--- src/rtl/cfg_space_pkg.sv ---
package cfg_space_pkg;

  localparam int NUM_BARS  = 6;
  localparam int IMPL_BARS = 2;
  localparam int BAR_IDX_W = $clog2(NUM_BARS);

  localparam logic [1:0] SZ_BYTE = 2'd0;
  localparam logic [1:0] SZ_HALF = 2'd1;

  localparam logic [7:0]  CAP_ID_PM   = 8'h01;
  localparam logic [7:0]  CAP_ID_PCIE = 8'h10;
  localparam logic [7:0]  CAP_ID_MSIX = 8'h11;
  localparam logic [15:0] EXT_ID_AER  = 16'h0001;
  localparam logic [15:0] EXT_ID_VC   = 16'h0002;
  localparam logic [15:0] EXT_ID_DSN  = 16'h0003;

  typedef enum logic [3:0] {
    SEL_ZERO,
    SEL_VENDOR,
    SEL_DEVICE,
    SEL_CMD,
    SEL_CLASS,
    SEL_CLASSCODE,
    SEL_HDR,
    SEL_BAR,
    SEL_CAPPTR,
    SEL_PM,
    SEL_PCIE,
    SEL_MSIX,
    SEL_AER,
    SEL_VC,
    SEL_DSN
  } readSel_e;

  typedef struct packed {
    logic                 rdEn;
    logic                 cmdWe;
    logic [IMPL_BARS-1:0] barWe;
    readSel_e             sel;
    logic [BAR_IDX_W-1:0] barIdx;
    logic [1:0]           size;
  } ctrlStrobe_t;

  // Replace the low byte, the low half or the whole word of oldVal.
  function automatic logic [31:0] mergeLow(input logic [31:0] oldVal,
                                           input logic [31:0] newVal,
                                           input logic [1:0]  size);
    logic [31:0] res;
    case (size)
      SZ_BYTE: res = {oldVal[31:8], newVal[7:0]};
      SZ_HALF: res = {oldVal[31:16], newVal[15:0]};
      default: res = newVal;
    endcase
    return res;
  endfunction

  // Keep the low-aligned part of a register value that the size asks for.
  function automatic logic [31:0] fitSize(input logic [31:0] val,
                                          input logic [1:0]  size);
    logic [31:0] res;
    case (size)
      SZ_BYTE: res = {24'h0, val[7:0]};
      SZ_HALF: res = {16'h0, val[15:0]};
      default: res = val;
    endcase
    return res;
  endfunction

endpackage

--- src/rtl/cfg_space_ctrl.sv ---
module cfg_space_ctrl
  import cfg_space_pkg::*;
#(
  parameter logic [11:0] PM_OFF   = 12'h040,
  parameter logic [11:0] PCIE_OFF = 12'h050,
  parameter logic [11:0] MSIX_OFF = 12'h090,
  parameter logic [11:0] AER_OFF  = 12'h100,
  parameter logic [11:0] VC_OFF   = 12'h140,
  parameter logic [11:0] DSN_OFF  = 12'h180
) (
  input  logic        clk,
  input  logic        rstN,
  input  logic        reqValid,
  input  logic        reqWrite,
  input  logic [11:0] reqOffset,
  input  logic [1:0]  reqSize,
  output ctrlStrobe_t strb,
  output logic        rspValid
);

  localparam logic [11:0] OFF_VENDOR    = 12'h000;
  localparam logic [11:0] OFF_DEVICE    = 12'h002;
  localparam logic [11:0] OFF_CMD       = 12'h004;
  localparam logic [11:0] OFF_CLASS     = 12'h00A;
  localparam logic [11:0] OFF_CLASSCODE = 12'h00B;
  localparam logic [11:0] OFF_HDR       = 12'h00E;
  localparam logic [11:0] OFF_BAR_BASE  = 12'h010;
  localparam logic [11:0] OFF_CAPPTR    = 12'h034;
  localparam logic [9:0]  BAR_DW_FIRST  = OFF_BAR_BASE[11:2];
  localparam logic [9:0]  BAR_DW_LAST   = BAR_DW_FIRST + 10'(NUM_BARS - 1);

  logic     isBar;
  logic [9:0] barDw;
  readSel_e sel;

  assign barDw = reqOffset[11:2] - BAR_DW_FIRST;
  assign isBar = (reqOffset[1:0] == 2'b00) &&
                 (reqOffset[11:2] >= BAR_DW_FIRST) &&
                 (reqOffset[11:2] <= BAR_DW_LAST);

  always_comb begin
    sel = SEL_ZERO;
    if (isBar)                           sel = SEL_BAR;
    else if (reqOffset == OFF_VENDOR)    sel = SEL_VENDOR;
    else if (reqOffset == OFF_DEVICE)    sel = SEL_DEVICE;
    else if (reqOffset == OFF_CMD)       sel = SEL_CMD;
    else if (reqOffset == OFF_CLASS)     sel = SEL_CLASS;
    else if (reqOffset == OFF_CLASSCODE) sel = SEL_CLASSCODE;
    else if (reqOffset == OFF_HDR)       sel = SEL_HDR;
    else if (reqOffset == OFF_CAPPTR)    sel = SEL_CAPPTR;
    else if (reqOffset == PM_OFF)        sel = SEL_PM;
    else if (reqOffset == PCIE_OFF)      sel = SEL_PCIE;
    else if (reqOffset == MSIX_OFF)      sel = SEL_MSIX;
    else if (reqOffset == AER_OFF)       sel = SEL_AER;
    else if (reqOffset == VC_OFF)        sel = SEL_VC;
    else if (reqOffset == DSN_OFF)       sel = SEL_DSN;
  end

  always_comb begin
    strb        = '0;
    strb.rdEn   = reqValid && !reqWrite;
    strb.cmdWe  = reqValid && reqWrite && (reqOffset == OFF_CMD);
    strb.sel    = sel;
    strb.barIdx = barDw[BAR_IDX_W-1:0];
    strb.size   = reqSize;
    for (int b = 0; b < IMPL_BARS; b++) begin
      strb.barWe[b] = reqValid && reqWrite && isBar &&
                      (barDw == 10'(b));
    end
  end

  always_ff @(posedge clk or negedge rstN) begin
    if (!rstN) rspValid <= 1'b0;
    else       rspValid <= reqValid && !reqWrite;
  end

endmodule

--- src/rtl/cfg_space_datapath.sv ---
module cfg_space_datapath
  import cfg_space_pkg::*;
#(
  parameter logic [15:0] VENDOR_ID    = 16'hC0DE,
  parameter logic [15:0] DEVICE_ID    = 16'h5A17,
  parameter logic [7:0]  CLASS_CODE   = 8'h12,
  parameter logic [7:0]  SUBCLASS     = 8'h34,
  parameter int          IO_BAR_SIZE  = 1,
  parameter int          MEM_BAR_SIZE = 256,
  parameter logic [11:0] PM_OFF       = 12'h040,
  parameter logic [11:0] PCIE_OFF     = 12'h050,
  parameter logic [11:0] MSIX_OFF     = 12'h090,
  parameter logic [11:0] VC_OFF       = 12'h140,
  parameter logic [11:0] DSN_OFF      = 12'h180
) (
  input  logic        clk,
  input  logic        rstN,
  input  ctrlStrobe_t strb,
  input  logic [31:0] reqWdata,
  output logic [31:0] rspRdata
);

  logic [15:0] cmdQ;
  logic [31:0] cmdMerged;
  logic [31:0] barRead [NUM_BARS];
  logic [31:0] rdValue;

  assign cmdMerged = mergeLow({16'h0, cmdQ}, reqWdata, strb.size);

  always_ff @(posedge clk or negedge rstN) begin
    if (!rstN)           cmdQ <= '0;
    else if (strb.cmdWe) cmdQ <= cmdMerged[15:0];
  end

  for (genvar g = 0; g < NUM_BARS; g++) begin : gBar
    if (g < IMPL_BARS) begin : gImpl
      localparam logic        IS_IO     = (g == 0);
      localparam logic [31:0] WIN_SIZE  = IS_IO ? 32'(IO_BAR_SIZE) : 32'(MEM_BAR_SIZE);
      localparam logic [31:0] SIZE_MASK = IS_IO ?
                                          (((~(WIN_SIZE - 32'd1)) & 32'hFFFF_FFFC) | 32'd1) :
                                          ((~(WIN_SIZE - 32'd1)) & 32'hFFFF_FFF0);
      logic [31:0] barQ;
      logic        probeQ;
      logic [31:0] merged;

      assign merged = mergeLow(barQ, reqWdata, strb.size);

      always_ff @(posedge clk or negedge rstN) begin
        if (!rstN) begin
          barQ   <= '0;
          probeQ <= 1'b0;
        end else if (strb.barWe[g]) begin
          barQ   <= {merged[31:1], IS_IO};
          probeQ <= &merged;
        end
      end

      assign barRead[g] = probeQ ? SIZE_MASK : barQ;
    end else begin : gNone
      assign barRead[g] = '0;
    end
  end

  always_comb begin
    case (strb.sel)
      SEL_VENDOR:    rdValue = {16'h0, VENDOR_ID};
      SEL_DEVICE:    rdValue = {16'h0, DEVICE_ID};
      SEL_CMD:       rdValue = {16'h0, cmdQ};
      SEL_CLASS:     rdValue = (strb.size == SZ_BYTE) ? {24'h0, SUBCLASS} :
                                                        {16'h0, CLASS_CODE, SUBCLASS};
      SEL_CLASSCODE: rdValue = {24'h0, CLASS_CODE};
      SEL_HDR:       rdValue = '0;
      SEL_BAR:       rdValue = barRead[strb.barIdx];
      SEL_CAPPTR:    rdValue = {24'h0, PM_OFF[7:0]};
      SEL_PM:        rdValue = {16'h0, PCIE_OFF[7:0], CAP_ID_PM};
      SEL_PCIE:      rdValue = {16'h0, MSIX_OFF[7:0], CAP_ID_PCIE};
      SEL_MSIX:      rdValue = {24'h0, CAP_ID_MSIX};
      SEL_AER:       rdValue = {VC_OFF, 4'h0, EXT_ID_AER};
      SEL_VC:        rdValue = {DSN_OFF, 4'h0, EXT_ID_VC};
      SEL_DSN:       rdValue = {16'h0, EXT_ID_DSN};
      default:       rdValue = '0;
    endcase
  end

  always_ff @(posedge clk or negedge rstN) begin
    if (!rstN)          rspRdata <= '0;
    else if (strb.rdEn) rspRdata <= fitSize(rdValue, strb.size);
  end

endmodule

--- src/rtl/cfg_space_responder.sv ---
module cfg_space_responder
  import cfg_space_pkg::*;
#(
  parameter logic [15:0] VENDOR_ID    = 16'hC0DE,
  parameter logic [15:0] DEVICE_ID    = 16'h5A17,
  parameter logic [7:0]  CLASS_CODE   = 8'h12,
  parameter logic [7:0]  SUBCLASS     = 8'h34,
  parameter int          IO_BAR_SIZE  = 1,
  parameter int          MEM_BAR_SIZE = 256,
  parameter logic [11:0] PM_OFF       = 12'h040,
  parameter logic [11:0] PCIE_OFF     = 12'h050,
  parameter logic [11:0] MSIX_OFF     = 12'h090,
  parameter logic [11:0] AER_OFF      = 12'h100,
  parameter logic [11:0] VC_OFF       = 12'h140,
  parameter logic [11:0] DSN_OFF      = 12'h180
) (
  input  logic        clk,
  input  logic        rstN,
  input  logic        reqValid,
  input  logic        reqWrite,
  input  logic [11:0] reqOffset,
  input  logic [1:0]  reqSize,
  input  logic [31:0] reqWdata,
  output logic        rspValid,
  output logic [31:0] rspRdata
);

  ctrlStrobe_t strb;

  cfg_space_ctrl #(
    .PM_OFF(PM_OFF), .PCIE_OFF(PCIE_OFF), .MSIX_OFF(MSIX_OFF),
    .AER_OFF(AER_OFF), .VC_OFF(VC_OFF), .DSN_OFF(DSN_OFF)
  ) uCtrl (
    .clk(clk), .rstN(rstN), .reqValid(reqValid), .reqWrite(reqWrite),
    .reqOffset(reqOffset), .reqSize(reqSize), .strb(strb), .rspValid(rspValid)
  );

  cfg_space_datapath #(
    .VENDOR_ID(VENDOR_ID), .DEVICE_ID(DEVICE_ID), .CLASS_CODE(CLASS_CODE),
    .SUBCLASS(SUBCLASS), .IO_BAR_SIZE(IO_BAR_SIZE), .MEM_BAR_SIZE(MEM_BAR_SIZE),
    .PM_OFF(PM_OFF), .PCIE_OFF(PCIE_OFF), .MSIX_OFF(MSIX_OFF),
    .VC_OFF(VC_OFF), .DSN_OFF(DSN_OFF)
  ) uDp (
    .clk(clk), .rstN(rstN), .strb(strb), .reqWdata(reqWdata), .rspRdata(rspRdata)
  );

endmodule

--- config.mk ---
export PLATFORM = sky130hd
export DESIGN_NAME = cfg_space_responder
export DESIGN_NICKNAME = d
export VERILOG_FILES = /design/src/rtl/cfg_space_pkg.sv /design/src/rtl/cfg_space_ctrl.sv /design/src/rtl/cfg_space_datapath.sv /design/src/rtl/cfg_space_responder.sv
export SDC_FILE = /design/constraint.sdc
export NUM_CORES = 1
export LEC_CHECK = 0
export BUFFER_PORTS_ARGS = -buffer_cell sky130_fd_sc_hd__buf_2
export CORE_MARGIN = 2
export CORE_UTILIZATION = 42
export DETAILED_ROUTE_END_ITERATION = 8
export SETUP_SLACK_MARGIN = 0.05
export SLEW_MARGIN = 20
export SYNTH_ARGS = -nofsm -noshare
export SYNTH_HDL_FRONTEND = slang
export SYNTH_SLANG_ARGS = --single-unit
--- constraint.sdc ---
create_clock -name clk -period 2.5 [get_ports clk]
set_input_delay 0.125 -clock clk [delete_from_list [all_inputs] [get_ports clk]]
set_output_delay 0.125 -clock clk [all_outputs]
set_load 0.02 [all_outputs]
=== Word-level counts from Yosys, hierarchy flattened ===
Index checks and enable logic that the tools add are counted.

* Bits in latches: 0
* Word-level logic and storage cells: 82
* RAM bits: 0
* Bits of input ports: 50
* Output and inout bits: 33
* Register bits after elaboration: 114
* Memories kept: 0
* Memory bits (read-only): 0

* Shift operators: 0
* Equality and inequality tests: 27
* Reductions and logical operators: 16
* Div/mod/pow operators: 0
* Multiply operators: 0
* $add $sub $neg: 1
* Multiplexer cells: 25
* Order comparisons: 3
* Bitwise operators: 2

{| class="wikitable"
|+ Operators with widths
! cell !! number
|-
| 32-bit one-hot mux with 13 select lines || 1
|-
| 32-bit one-hot mux with 2 select lines || 3
|-
| 32-bit two-way mux || 4
|-
| 32-bit binary-select mux with 3-bit select || 1
|-
| 32-bit AND reduction || 2
|-
| 4-bit two-way mux || 14
|-
| 12-bit by 4-bit equality test with 1-bit output, second input constant || 3
|-
| 12-bit by 9-bit equality test with 1-bit output, second input constant || 3
|-
| 16-bit one-hot mux with 2 select lines || 1
|-
| 4-bit equality test, second input constant || 7
|-
| 12-bit by 7-bit equality test with 1-bit output, second input constant || 2
|-
| 13-bit two-way mux || 1
|-
| 12-bit by 2-bit equality test with 1-bit output, second input constant || 1
|-
| 12-bit by 3-bit equality test with 1-bit output, second input constant || 1
|-
| 12-bit by 6-bit equality test with 1-bit output, second input constant || 1
|-
| 12-bit by 8-bit equality test with 1-bit output, second input constant || 1
|-
| 4-bit by 3-bit equality test with 1-bit output, second input constant || 3
|-
| 12-bit logical NOT || 1
|-
| 10-bit by 1-bit equality test with 1-bit output, second input constant || 1
|-
| 10-bit by 3-bit greater-or-equal comparator with 1-bit output, second input constant || 1
|-
| 10-bit by 4-bit less-or-equal comparator with 1-bit output, second input constant || 1
|-
| 10-bit logical NOT || 1
|-
| 10-bit by 3-bit subtractor with 10-bit output, second input constant || 1
|-
| 4-bit by 2-bit equality test with 1-bit output, second input constant || 2
|-
| other kinds (9) || 17
|}

=== Logic depth before layout (Yosys ltp) ===
* Depth after elaboration: 18
* Depth in mapped cells: 8

=== Modules after synthesis ===
From an unflattened synthesis, not the netlist that was laid out.

* Cells, all modules: 510
* Area, all modules: 5683.0 um^2

{| class="wikitable"
|+ By module, submodules not included
! module !! area each (um^2) !! cells each !! sequential area each (um^2) !! times used
|-
| cfg_space_datapath || 5276.3 || 449 || 2827.7 || 1
|-
| cfg_space_ctrl || 406.6 || 61 || 25.0 || 1
|}

=== Worst setup path before layout ===
No wires, ideal clock.

* Kind: input -> register
* From: input port reqOffset[10]
* To: register uDp.cmdQ[10]
* Data required time: 2375 ps
* Arrival time: 2147 ps
* Library setup time: 125 ps
* Path buffers: 1
* Stages: 7
* Setup slack: 228 ps
* Cell sequence: or4_1 -> buf_6 -> or2_4 -> nor3_4 -> nand3_4 -> nor2_8 -> mux2_2

* Longest elaborated chain between the ends: 3

{| class="wikitable"
|+ RTL lines
! what !! RTL line !! text
|-
| start, declared || cfg_space_responder.sv:21 || <nowiki>input logic [11:0] reqOffset,</nowiki>
|-
| 12-bit by 3-bit equality test with 1-bit output || cfg_space_ctrl.sv:62 || <nowiki>strb.cmdWe = reqValid && reqWrite && (reqOffset == OFF_CMD);</nowiki>
|-
| 1-bit logical AND || cfg_space_ctrl.sv:62 ||
|-
| 2-bit AND reduction (no source line) || -- ||
|-
| end signal, assigned || cfg_space_datapath.sv:32 || <nowiki>else if (strb.cmdWe) cmdQ <= cmdMerged[15:0];</nowiki>
|-
| end, declared || cfg_space_datapath.sv:23 || <nowiki>logic [15:0] cmdQ;</nowiki>
|}

No other way between the ends.
A chain may end at the register's enable or synchronous reset.

=== Final worst setup path ===
* From: input port reqOffset[10]
* To: register uDp.rspRdata[23]

* Longest elaborated chain between the ends: 18

{| class="wikitable"
|+ RTL lines
! what !! RTL line !! text
|-
| 12-bit by 9-bit equality test with 1-bit output || cfg_space_ctrl.sv:56 || <nowiki>else if (reqOffset == DSN_OFF) sel = SEL_DSN;</nowiki>
|-
| 4-bit two-way mux || cfg_space_ctrl.sv:56 ||
|-
| 4-bit two-way mux || cfg_space_ctrl.sv:55 || <nowiki>else if (reqOffset == VC_OFF) sel = SEL_VC;</nowiki>
|-
| 4-bit two-way mux || cfg_space_ctrl.sv:54 || <nowiki>else if (reqOffset == AER_OFF) sel = SEL_AER;</nowiki>
|-
| 4-bit two-way mux || cfg_space_ctrl.sv:53 || <nowiki>else if (reqOffset == MSIX_OFF) sel = SEL_MSIX;</nowiki>
|-
| 4-bit two-way mux || cfg_space_ctrl.sv:52 || <nowiki>else if (reqOffset == PCIE_OFF) sel = SEL_PCIE;</nowiki>
|-
| 4-bit two-way mux || cfg_space_ctrl.sv:51 || <nowiki>else if (reqOffset == PM_OFF) sel = SEL_PM;</nowiki>
|-
| 4-bit two-way mux || cfg_space_ctrl.sv:50 || <nowiki>else if (reqOffset == OFF_CAPPTR) sel = SEL_CAPPTR;</nowiki>
|-
| [2 not listed] || -- ||
|-
| 4-bit two-way mux || cfg_space_ctrl.sv:47 || <nowiki>else if (reqOffset == OFF_CLASS) sel = SEL_CLASS;</nowiki>
|-
| 4-bit two-way mux || cfg_space_ctrl.sv:46 || <nowiki>else if (reqOffset == OFF_CMD) sel = SEL_CMD;</nowiki>
|-
| 4-bit two-way mux || cfg_space_ctrl.sv:45 || <nowiki>else if (reqOffset == OFF_DEVICE) sel = SEL_DEVICE;</nowiki>
|-
| 4-bit two-way mux || cfg_space_ctrl.sv:44 || <nowiki>else if (reqOffset == OFF_VENDOR) sel = SEL_VENDOR;</nowiki>
|-
| 4-bit two-way mux (*) || cfg_space_ctrl.sv:43 || <nowiki>if (isBar) sel = SEL_BAR;</nowiki>
|-
| 4-bit equality test (tied with other cells) || cfg_space_datapath.sv:65 || <nowiki>case (strb.sel)</nowiki>
|-
| 32-bit one-hot mux with 13 select lines (*) || cfg_space_datapath.sv:65 ||
|-
| 32-bit one-hot mux with 2 select lines (*) || cfg_space_pkg.sv:61 || <nowiki>case (size)</nowiki>
|-
| end signal, assigned || cfg_space_datapath.sv:87 || <nowiki>else if (strb.rdEn) rspRdata <= fitSize(rdValue, strb.size);</nowiki>
|-
| end, declared || cfg_space_datapath.sv:20 || <nowiki>output logic [31:0] rspRdata</nowiki>
|}

Mark *: on every way between the ends. The rest lies on a longest branch, timed or not.

==> key figures <==
CTS
  – Clk sinks: 114
  – Max clock buf depth: 2
  – H-tree levels: 4
  – CTS tree: done
  – Clock slew at reported path FFs: 0.05 ns
  – Root cell of the clock tree: clkbuf_16
  – Num CTS Buffers: 17
  – Clock Latency Late Sink: 0.41 ns
  – Gates resized, CTS repair: 0

Worst setup path
  – Worst EP arrival: 2.28 ns
  – CP required: 2.82 ns
  – Crit. End Element: flip-flop
  – Crit Path Max Fanout: 13
  – Setup CP Type: in -> reg
  – Startpoint Class: input port

Synth
  – Post-Synth Simple-Gate Area: 0.153
  – Post-Syn Area: 5680 µm²
  – Count leader, synth: dfrtp_1
  – Area fraction of the dominant cell type after synthesis: 0.502
  – Cell variety after synth: 62
  – Warnings, synthesis: 0
  – Area leader, netlist: dfrtp_1
  – Syn nets: 578
  – Post-synth top flop: dfrtp_1
  – Dominant cells by area after synthesis: dfrtp_1, mux2_2, o21ai_0
  – Complex-gate fraction of the synthesized area: 0.158
  – Number of synthesized flops with an enable pin: 0
  – Mux cell area share after synthesis: 0.159
  – Synth top cells by count: dfrtp_1, mux2_2, o21ai_0, nand2_1, a21oi_1
  – Adder-Cell Fraction of Synth Area: 0
  – Ys async rst share: 1.00
  – Largest family of logic cells by synthesized area: multiplexers
  – Register bit count reported by yosys: 114
  – Sequential element share of the synthesized area: 0.502
  – Synth Instances: 528
  – Mean Syn Cell Area: 10.8 µm²
  – Synth Area in XOR/XNOR: 0.00309

Placement
  – Dpl hpwl: 11.7 mm
  – Port Buffer Count: 82
  – Routability cong.: 0.891

Drt
  – Final wirelength: 15.9 mm
  – 1st-pass router iterations: 5
  – DRT antenna net count: 0
  – Via count: 4805
  – Vias per inst: 5.85
  – Residual DRC: 0
  – Initial DRC Count: 352
  – Per-cell routed wire length: 19.4 µm

Floorplanning
  – Placement Rows: 42
  – Die width: 120 µm
  – Core footprint: 13200 µm²
  – Die height: 120 µm
  – Ports: 83
  – Initial Utilization: 0.429
  – Die area: 14500 µm²

Timing
  – Hold_ws: 0.0154 ns
  – Fmax: 511 MHz
  – Final Cycle Share: 0.783
  – Final setup TNS: 0 ns
  – Hold Vio Cnt, Final: 0
  – Final slew viol count: 0
  – Worst slew pin tran: 0.856 ns
  – Fin crit period: 1.96 ns
  – Final setup viols: 0
  – Slew headroom: 0.427
  – Clock Skews: 0.00802 ns
  – RSZ-0062 raised after global routing: false

GRT
  – Vias in the first global route: 4788
  – Total grt overflow: 0
  – M1 GR Usage: 0.316
  – GR peak layer: met2
  – First-pass GRT wire length: 25.8 mm
  – Largest net degree at the start of global routing: 92
  – Met2 global-route usage: 0.369
  – GR Util met3: 0.0462
  – Total track usage: 0.232
  – Number of antenna violations at the first check in global routing: 0

Finish
  – Fill count: 1207
  – Layout cells sized above 1: 0.353
  – Fin nets: 684
  – Reg area: 2850 µm²
  – Ant diodes: 0
  – Multi-input gate area: 2690 µm²
  – Syn-to-layout area delta: 24.0%

Pwr
  – Maximum VDD drop: 0.449 mV
  – P per Cell Area: 626 nW/µm²
  – Leak Pwr: 3.24 nW

Run status
  – Status: completed

Min path
  – Hold crit path type: in -> reg

Run
  – Max-cap viol count: 0
## placed cells by master (no fill, tap or decap), types with 3 or more instances in the layout
master,synthesis,final
dfrtp_1,114,114
buf_2,3,81
mux2_2,80,80
o21ai_0,56,56
nand2_1,47,47
a21oi_1,28,28
buf_4,0,25
nor2_1,24,24
nand4_1,21,21
clkbuf_16,0,17
nor3_1,12,12
nand3_1,9,9
dlygate4sd3_1,0,9
o22ai_1,8,8
o32ai_1,7,7
a31oi_1,7,7
or4_1,6,6
a2111oi_0,6,6
nand2b_1,5,5
nor4_1,4,4
a211oi_1,4,4
clkbuf_8,0,4
clkbuf_1,24,4
inv_1,3,3
or2_2,3,3
a211o_1,3,3
nor2b_1,3,3
clkinv_2,0,3
## path summary, 6_finish.rpt
kind / from / slack, ns / cells after the start / endpoint
setup / recovery: reqOffset[10] / 0.54 / 6 / uDp.rspRdata[23]
hold / removal: reqWdata[30] / 0.02 / 2 / uDp.gBar[0].gImpl.barQ[30]
setup reg to reg: uDp.gBar[0].gImpl.probeQ / 0.61 / 5 / uDp.rspRdata[28]
hold reg to reg: uDp.gBar[0].gImpl.barQ[0] / 0.46 / 1 / uDp.gBar[0].gImpl.barQ[0]
max in group asynchronous: rstN / 1.54 / 3 / uDp.gBar[1].gImpl.barQ[31]
min in group asynchronous: rstN / 0.17 / 2 / uDp.rspRdata[15]
## per-layer routing
metal  up-vias  routed length, µm
li1       2209                  -
met1      2407               7070
met2       164               7680
met3        25                829
met4         0                325
met5         -                  0
## cell type report
type,instances,area share
Inverter,3,0.00160
Timing Repair Buffer,117,0.103
Tap cell,176,0.0313
Sequential cell,114,0.405
Clock buffer,25,0.0703
Multi-Input combinational cell,381,0.382
Clock inverter,5,0.00746
## registers in the layout, indices dropped and copies added (netlist names)
register               cells
uDp.rspRdata              32
uCtrl.rspValid             1
uDp.cmdQ                  16
uDp.gBar.gImpl.barQ       63
uDp.gBar.gImpl.probeQ      2
## logic make-up after synthesis
family,Yosys count
buffers and inverters,33
AND/OR/NAND/NOR,157
XOR/XNOR,2
multiplexers,80
AO/OA/AOI/OAI,142
flip-flops,114
## what timing repair did
item,in CTS,in global routing
setup buffers,0,0
endpoints found under the setup margin,0,0
endpoints found under the hold margin,38,0
hold buffers,9,0
## where the power goes
part | internal, mW | total, mW | switching [mW]
sequential | 1.86 | 1.87 | 0.00731
clock | 1.45 | 2.25 | 0.793
combinational | 0.0960 | 0.295 | 0.199
total | 3.41 | 4.41 | 0.999
## critical path: stages
cell and delay, ns:
buf_2 0.11, or4_1 0.63, buf_4 0.21, a211o_1 0.24, or4_1 0.69, o21ai_0 0.27
## stage by stage
step / cells / util / power, mW / setup WS (ns) / instance area (µm²)
final: 821 / 0.532 / 4.41 / 0.543 / 7040
after global routing: 821 / 0.532 / 4.56 / 0.429 / 7040
after CTS: 821 / 0.532 / 4.45 / 0.509 / 7040
after detailed placement: 782 / 0.484 / 2.18 / 0.0883 / 6400
after global placement: 782 / 0.484 / 2.18 / 0.0949 / 6400
after floorplan: 528 / - / 2.02 / 0.228 / 5680
Note: power is estimated with default switching activity, not from simulation.
